`config.mk`:
```
export PLATFORM = sky130hd
export DESIGN_NAME = dac_code_front
export DESIGN_NICKNAME = d
export VERILOG_FILES = /design/src/rtl/dac_code_pkg.sv /design/src/rtl/strobe_sync.sv /design/src/rtl/write_fsm.sv /design/src/rtl/code_ranks.sv /design/src/rtl/dac_code_front.sv
export SDC_FILE = /design/constraint.sdc
export NUM_CORES = 1
export LEC_CHECK = 0
export BUFFER_PORTS_ARGS = -buffer_cell sky130_fd_sc_hd__buf_2
export CORE_UTILIZATION = 52
export CTS_CLUSTER_DIAMETER = 30
export DETAILED_ROUTE_END_ITERATION = 10
export PLACE_DENSITY = 0.84
export RECOVER_POWER = 100
export SLEW_MARGIN = 20
export SYNTH_ARGS = -nofsm -noshare
export SYNTH_HDL_FRONTEND = slang
export SYNTH_SLANG_ARGS = --single-unit
```
`constraint.sdc`:
```
create_clock -name clk -period 3 [get_ports clk]
set_input_delay 0.3 -clock clk [delete_from_list [all_inputs] [get_ports clk]]
set_output_delay 0.3 -clock clk [all_outputs]
set_load 0.01 [all_outputs]
```
`src/rtl/dac_code_pkg.sv`:
```
package dac_code_pkg;

    typedef enum logic [1:0] {
        ST_IDLE = 2'd0,
        ST_HELD = 2'd1,
        ST_FLOW = 2'd2
    } wr_state_e;

    typedef struct packed {
        logic ld_stage;
        logic ld_out;
        logic out_from_bus;
    } rank_ctl_t;

    localparam rank_ctl_t CTL_NONE = '{ld_stage: 1'b0, ld_out: 1'b0, out_from_bus: 1'b0};

    function automatic rank_ctl_t decode_sel(input logic a0, input logic a1);
        rank_ctl_t c;
        c = CTL_NONE;
        unique case ({a1, a0})
            2'b00: begin c.ld_stage = 1'b1; c.ld_out = 1'b1; c.out_from_bus = 1'b1; end
            2'b10: c.ld_stage = 1'b1;
            2'b01: c.ld_out = 1'b1;
            2'b11: c = CTL_NONE;
        endcase
        return c;
    endfunction

endpackage

```
`src/rtl/strobe_sync.sv`:
```
module strobe_sync #(
    parameter int STAGES    = 2,
    parameter bit RESET_VAL = 1'b1
) (
    input  logic clk,
    input  logic rst_n,
    input  logic d_async,
    output logic d_sync
);
    localparam int LAST = STAGES - 1;

    logic [STAGES-1:0] shreg;

    generate
        if (STAGES == 1) begin : g_single
            always_ff @(posedge clk or negedge rst_n) begin
                if (!rst_n) shreg <= RESET_VAL;
                else        shreg <= d_async;
            end
        end else begin : g_chain
            always_ff @(posedge clk or negedge rst_n) begin
                if (!rst_n) shreg <= {STAGES{RESET_VAL}};
                else        shreg <= {shreg[STAGES-2:0], d_async};
            end
        end
    endgenerate

    assign d_sync = shreg[LAST];
endmodule

```
`src/rtl/write_fsm.sv`:
```
module write_fsm
    import dac_code_pkg::*;
(
    input  logic      clk,
    input  logic      rst_n,
    input  logic      wr_n_s,
    input  logic      sel_a0,
    input  logic      sel_a1,
    output rank_ctl_t ctl
);
    wr_state_e st_q, st_d;
    logic      sel_pass;

    assign sel_pass = !sel_a0 && !sel_a1;

    always_ff @(posedge clk or negedge rst_n) begin
        if (!rst_n) st_q <= ST_IDLE;
        else        st_q <= st_d;
    end

    always_comb begin
        st_d = st_q;
        unique case (st_q)
            ST_IDLE: if (!wr_n_s) st_d = sel_pass ? ST_FLOW : ST_HELD;
            ST_HELD: begin
                if (wr_n_s)        st_d = ST_IDLE;
                else if (sel_pass) st_d = ST_FLOW;
            end
            ST_FLOW: begin
                if (wr_n_s)         st_d = ST_IDLE;
                else if (!sel_pass) st_d = ST_HELD;
            end
            default: st_d = ST_IDLE;
        endcase
    end

    always_comb begin
        ctl = CTL_NONE;
        unique case (st_q)
            ST_IDLE: ctl = CTL_NONE;
            ST_HELD: if (wr_n_s) ctl = decode_sel(sel_a0, sel_a1);
            ST_FLOW: begin
                if (wr_n_s) ctl = decode_sel(sel_a0, sel_a1);
                else        ctl = decode_sel(1'b0, 1'b0);
            end
            default: ctl = CTL_NONE;
        endcase
    end

    AST_LOAD_NEEDS_STROBE: assert property (@(posedge clk) disable iff (!rst_n)
        (ctl.ld_stage || ctl.ld_out) |-> (st_q != ST_IDLE));
    AST_IDLE_STAYS: assert property (@(posedge clk) disable iff (!rst_n)
        (st_q == ST_IDLE && wr_n_s) |=> (st_q == ST_IDLE));
    AST_OUT_LOAD_A1_LOW: assert property (@(posedge clk) disable iff (!rst_n)
        ctl.ld_out |-> !sel_a1);
    AST_NOOP_SEL: assert property (@(posedge clk) disable iff (!rst_n)
        (sel_a0 && sel_a1) |-> !(ctl.ld_stage || ctl.ld_out));
endmodule

```
`src/rtl/code_ranks.sv`:
```
module code_ranks
    import dac_code_pkg::*;
#(
    parameter int DATA_W = 16
) (
    input  logic              clk,
    input  logic              rst_n,
    input  logic              clr_n,
    input  rank_ctl_t         ctl,
    input  logic [DATA_W-1:0] bus_d,
    output logic [DATA_W-1:0] stage_q,
    output logic [DATA_W-1:0] out_q
);
    localparam logic [DATA_W-1:0] MID_CODE = '0;

    logic              out_rst_n;
    logic [DATA_W-1:0] out_src;

    assign out_rst_n = rst_n & clr_n;
    assign out_src   = ctl.out_from_bus ? bus_d : stage_q;

    always_ff @(posedge clk or negedge rst_n) begin
        if (!rst_n)            stage_q <= '0;
        else if (ctl.ld_stage) stage_q <= bus_d;
    end

    always_ff @(posedge clk or negedge out_rst_n) begin
        if (!out_rst_n)      out_q <= MID_CODE;
        else if (ctl.ld_out) out_q <= out_src;
    end

    AST_CLR_MIDSCALE: assert property (@(posedge clk) disable iff (!rst_n)
        !clr_n |-> (out_q == MID_CODE));
    AST_STAGE_HOLD: assert property (@(posedge clk) disable iff (!rst_n)
        !ctl.ld_stage |=> $stable(stage_q));
    AST_OUT_HOLD: assert property (@(posedge clk) disable iff (!rst_n)
        (clr_n && !ctl.ld_out) |=> (out_q == $past(out_q) || out_q == MID_CODE));
endmodule

```
`src/rtl/dac_code_front.sv`:
```
module dac_code_front
    import dac_code_pkg::*;
#(
    parameter int DATA_W      = 16,
    parameter int SYNC_STAGES = 2
) (
    input  logic              clk,
    input  logic              rst_n,
    input  logic [DATA_W-1:0] bus_d,
    input  logic              sel_a0,
    input  logic              sel_a1,
    input  logic              wr_n,
    input  logic              clr_n,
    output logic [DATA_W-1:0] code_stage,
    output logic [DATA_W-1:0] code_out,
    output logic [DATA_W-1:0] code_ubin
);
    localparam int MSB = DATA_W - 1;

    logic      wr_n_s;
    rank_ctl_t ctl;

    strobe_sync #(.STAGES(SYNC_STAGES), .RESET_VAL(1'b1)) u_wr_sync (
        .clk     (clk),
        .rst_n   (rst_n),
        .d_async (wr_n),
        .d_sync  (wr_n_s)
    );

    write_fsm u_fsm (
        .clk    (clk),
        .rst_n  (rst_n),
        .wr_n_s (wr_n_s),
        .sel_a0 (sel_a0),
        .sel_a1 (sel_a1),
        .ctl    (ctl)
    );

    code_ranks #(.DATA_W(DATA_W)) u_ranks (
        .clk     (clk),
        .rst_n   (rst_n),
        .clr_n   (clr_n),
        .ctl     (ctl),
        .bus_d   (bus_d),
        .stage_q (code_stage),
        .out_q   (code_out)
    );

    assign code_ubin = {~code_out[MSB], code_out[MSB-1:0]};

    AST_UBIN_MIDSCALE: assert property (@(posedge clk) disable iff (!rst_n)
        !clr_n |-> (code_ubin == {1'b1, {(DATA_W-1){1'b0}}}));
endmodule

```
After elaboration in Yosys (flattened, before gate mapping)
Cells that the tools add are included.
{"block": "classes", "n_mux": 14, "n_reduce_logical": 8, "n_bitwise": 2, "n_eq_ne": 7}
{"op": "2-to-1 mux 16 bit", "count": 1}
{"op": "2-to-1 mux 2 bit", "count": 6}
{"op": "2-to-1 mux 3 bit", "count": 2}
{"op": "one-hot mux 2 bit (3 select lines)", "count": 1}
{"op": "one-hot mux 3 bit (2 select lines)", "count": 1}
{"op": "equality test 2 x 1 -> 1 bit (second input constant)", "count": 2}
{"op": "equality test 2 bit (second input constant)", "count": 2}
{"op": "logical NOT 2 bit", "count": 2}
{"op": "OR reduction 2 bit", "count": 2}
{"op": "2-to-1 mux 1 bit", "count": 3}
{"op": "inequality test 3 x 2 -> 1 bit (second input constant)", "count": 1}
{"op": "inequality test 3 bit (second input constant)", "count": 1}
{"op": "AND reduction 3 bit", "count": 1}
{"op": "logical NOT 1 bit", "count": 2}
{"op": "inequality test 2 bit (second input constant)", "count": 1}
{"op": "bitwise AND 1 bit", "count": 1}
{"op": "logical AND 1 bit", "count": 1}
{"op": "NOT 1 bit", "count": 1}
{"block": "word_totals", "input_bits": 22, "out_inout_bits": 48, "wordCells": 35, "ff_bits": 36}

Longest topological paths before layout
{"block": "depth", "ltp_word": 6, "ltp_mapped": 7, "depth_no_buf": 5}

By module
Synthesis repeated with hierarchy kept, for this count alone.
{"block": "unflattened", "cells_unflattened": 149, "hier_area_um2": 1759.2}
{"module": "code_ranks", "cells_each": 104, "seq_area_each_um2": 800.8, "area_each_um2": 1371.3, "instances": 1}
{"module": "write_fsm", "cells_each": 27, "seq_area_each_um2": 50.0, "area_each_um2": 219.0, "instances": 1}
{"module": "dac_code_front", "cells_each": 16, "seq_area_each_um2": 0.0, "area_each_um2": 116.4, "instances": 1}
{"module": "strobe_sync", "cells_each": 2, "seq_area_each_um2": 52.6, "area_each_um2": 52.6, "instances": 1}

Worst setup path before layout
Ideal clock, no wire load.
{"block": "synth_path", "path_kind": "register -> register", "start": "register u_fsm.st_q[0]", "end": "register u_ranks.out_q[0]", "path_stages_with_launch": 8, "required_ps": 2875, "setup_slack_ps": 1328, "path_buffers": 2, "arrival_ps": 1547, "synth_period_minus_slack_ps": 1672, "setup_time_ps": 125, "cell_sequence": "dfrtp_1 > inv_1 > ha_1 > a21o_1 > and3_4 > buf_6 > buf_12 > mux2_4"}
{"block": "synth_between", "elab_chain_cells": 3, "elab_cells_between_ends": 4, "classes_between": "eq/ne: 2; mux: 2"}
{"element": "start: declaration", "line": "write_fsm.sv:11", "source": "wr_state_e st_q, st_d;"}
{"element": "start signal: assignment", "line": "write_fsm.sv:18", "source": "else st_q <= st_d;"}
{"element": "equality test 2 bit / equality test 2 x 1 -> 1 bit (equally long branches)", "line": "write_fsm.sv:39", "source": "unique case (st_q)"}
{"element": "one-hot mux 3 bit (2 select lines) *", "line": "write_fsm.sv:39"}
{"element": "2-to-1 mux 16 bit", "line": "code_ranks.sv:20", "source": "assign out_src = ctl.out_from_bus ? bus_d : stage_q;"}
{"element": "end signal: assignment", "line": "code_ranks.sv:29", "source": "else if (ctl.ld_out) out_q <= out_src;"}
{"element": "end: declaration", "line": "code_ranks.sv:12", "source": "output logic [DATA_W-1:0] out_q"}
Mark *: on every way between the ends. The rest lies on a longest branch, timed or not.
A chain may end at the register's enable or synchronous reset.

Worst setup path after layout
{"block": "layout_path", "start": "register u_fsm.st_q[1]", "end": "register u_ranks.stage_q[8]"}
{"block": "layout_between", "elab_chain_cells": 2, "elab_cells_between_ends": 3, "classes_between": "eq/ne: 2; mux: 1"}
{"element": "equality test 2 bit / equality test 2 x 1 -> 1 bit (equally long branches)", "line": "write_fsm.sv:39"}
{"element": "one-hot mux 3 bit (2 select lines) *", "line": "write_fsm.sv:39"}
{"element": "end signal: assignment", "line": "code_ranks.sv:24", "source": "else if (ctl.ld_stage) stage_q <= bus_d;"}
{"element": "end: declaration", "line": "code_ranks.sv:11", "source": "output logic [DATA_W-1:0] stage_q,"}
Marks and branches as above.

==> summary.txt <==
VDD IR max: 573 uV
Die Footprint: 0.00376 mm^2
Max Root-Sink Buffers: 2
Combinational power share: 0.425
Worst R2R Setup Slack: 0.82 ns
Highest attainable clock frequency: 0.460 GHz
I/O Buffers: 69
Top cells by area, synth: dfrtp_1 (47%), mux2_2 (23%), mux2_4 (7.4%)
Non-Filler Instances: 232
WHS Endpoint: u_wr_sync.shreg[0]
Hold_sp: wr_n
CTS clk-pin slew, worst paths: 0.11 ns
Yosys top cell area share: 0.465
Residual DRC: 0
Worst slew pin tran: 1.18 ns
Critical path class: reg2reg
Layout cells sized above 1: 0.376
Clock Sinks: 36
Postcts setup bufs: 0
Post-Syn Area: 0.00183 mm^2
Yosys warns: 0
# diodes: 0
Final TNS setup: 0 ns
Global-route wire length before repair: 5410 um
Inst Count DP: 223
Leakage: 0.919 nW
Busiest grt layer: met2
Vias in the first global route: 1176
Max cap viols: 0
Fillers: 335
Dpl hpwl: 2560 um
Final WL: 3540 um
Clock share of power: 0.137
Drt first-iter violations: 40
H-tree depth: 2
Final Hold Fails: 0
CTS tree: yes
Antenna-violating nets left: 0
Tcrit/Tclk final: 0.725
Pre-antenna DRT Iters: 4
Total GRT Usage: 0.207
Seq/Total Area, Yosys: 0.494
Critical-path cell list: inv_1 > ha_1 > a21o_1 > nand3_1 > mux2_2
RD Place Congestion: 0.641
Cell-internal power: 0.00123 W
Synthesized net count: 153
Worst r2r src: u_fsm.st_q[1]
GRT met1 Usage: 0.240
Startpoint types: flop
Clock root buffer: clkbuf_4
Endpoints failing setup: 0
Vias per inst: 5.25
Status: completed
GRT overflow: 0
R2R Path End: u_ranks.stage_q[8]
Syn_area_per_cell: 14.4 um^2
IO Pins: 70
Worst clock skew: 0.00861 ns
Post-Synthesis Cells: 127
Clock Latency Late Sink: 0.34 ns
Post-route minimum period: 2.18 ns
Synth area leader: dfrtp_1
Worst hold path depth: 1
CTS buffer count: 5
Sw frac: 0.391
Grt met2 use: 0.362
PD cells: 994 mW/mm^2
Sw power: 0.000789 W
Worst Path Max Fanout: 16
Critical path required time: 3.22 ns
Rows: 21
Pin count of the biggest net entering global routing: 22
Core area: 0.00336 mm^2
Via count: 1219
CP endpoint kind: flop
Net count, final: 211
Die height: 61.3 um
Crit path DAT: 2.40 ns
Slowest cell on the critical path: nand3_1
CP peak stage delay: 0.63 ns
Slew margin rel.: 0.215
Initial Utilization: 0.544
WL/cell: 15.3 um
Area Overhead vs Synth: 11.2%
Die Width: 61.3 um
Met3 Track Usage GR: 0.0441
FF-to-FF path depth: 5
Antenna violations before repair: 0
Sequential fraction of design power: 0.438
Hold WS: 0.0544 ns
Unrepaired setup endpoints after global routing: false
HP Class: in2reg
Yosys reg bits: 36
Fin. max-slew vios: 0
Library cells used by synthesis: 25
[power by group through the flow]
stage               clock network (W)  logic, W  registers [W]
floorplan                           0  0.000669       0.000973
global placement                    0  0.000989       0.000869
detailed placement                  0   0.00102       0.000891
CTS                          0.000283   0.00102       0.000883
global route                 0.000307  0.000965       0.000925
finish                       0.000276  0.000858       0.000885
[metrics by stage]
step	worst slack (ns)	utilization	instance area (um^2)	total power, W
6_report	0.825	0.604	2030	0.00202
5_1_grt	0.557	0.604	2030	0.00220
4_1_cts	1.13	0.635	2140	0.00219
3_5_place_dp	1.15	0.614	2060	0.00191
3_3_place_gp	1.28	0.614	2060	0.00186
2_1_floorplan	1.33	-	1830	0.00164
[cell type report]
| type | instances | area, um^2 | share of cell area |
|---|---|---|---|
| multi-input combinational | 69 | 703 | 0.346 |
| clock buffer | 7 | 55.1 | 0.0271 |
| inverter | 3 | 11.3 | 0.00554 |
| timing repair buffer | 70 | 294 | 0.145 |
| sequential | 36 | 903 | 0.445 |
| tap | 46 | 57.6 | 0.0283 |
| clock inverter | 1 | 7.51 | 0.00369 |
[timing repair]
action,4_1_cts,5_1_grt
hold buffers,1,0
hold endpoints to repair,18,0
gates resized for setup,0,0
[worst max path at each step]
stage	start	to	slack (ns)	cells past startpoint
after floorplan	u_fsm.st_q[0]	u_ranks.out_q[0]	1.33	7
after global placement	u_fsm.st_q[1]	u_ranks.stage_q[13]	1.28	5
after detailed placement	u_fsm.st_q[1]	u_ranks.stage_q[1]	1.15	5
after CTS	u_fsm.st_q[1]	u_ranks.stage_q[8]	1.13	5
after global routing	rst_n	u_ranks.out_q[13]	0.56	3
final	u_fsm.st_q[1]	u_ranks.stage_q[8]	0.82	5
[placed cells by master, fill, tap and decap left out, types with 2 or more instances in the layout]
master,n
mux2_1,9
inv_1,3
ha_1,4
mux2i_1,2
nor2_1,2
dfstp_2,2
a31o_2,2
dfrtp_1,34
clkbuf_4,5
clkbuf_1,50
mux2_2,37
buf_2,20
[synthesized netlist by cell type]
library cell and instances:
inv_1 3, nor4_1 1, ha_1 4, buf_12 1
mux2_2 37, or4_2 1, and3_4 1, o22ai_1 1
a21o_1 1, nand3_2 1, and2_1 1, o21a_1 1
dfrtp_1 34, a31o_2 2, dfstp_2 2, a211o_1 1
buf_6 3, mux2_4 9, buf_4 15, mux2i_1 2
or2b_1 1, nand2_1 1, nor3_1 1, nor2_1 2
nand2_4 1
[state kept, by name (all words and copies together), names as in the netlist]
| signal | count |
|---|---|
| u_wr_sync.shreg | 2 |
| u_fsm.st_q | 2 |
| u_ranks.out_q | 16 |
| u_ranks.stage_q | 16 |
[kinds of logic after synthesis]
group,share of synthesized area
compound gates,0.0260
fa+ha+maj,0.0274
buf+inv,0.0972
flops,0.494
mux,0.313
simple gates,0.0424
[critical path: cells and delay by family, from the launching register on]
kind,cells,cell delay [ns]
AO/OA/AOI/OAI,1,0.15
adder cells (fa/ha/maj),1,0.22
buffers and inverters,1,0.10
flip-flops,1,0.43
multiplexers,1,0.53
AND/OR/NAND/NOR,1,0.63
[layer usage]
metal	part of all wire	vias to the layer above
met5	0	-
met1	0.41	603
met3	0.050	12
met2	0.52	50
li1	-	554
met4	0.024	0
(Power assumes the default switching activity.)
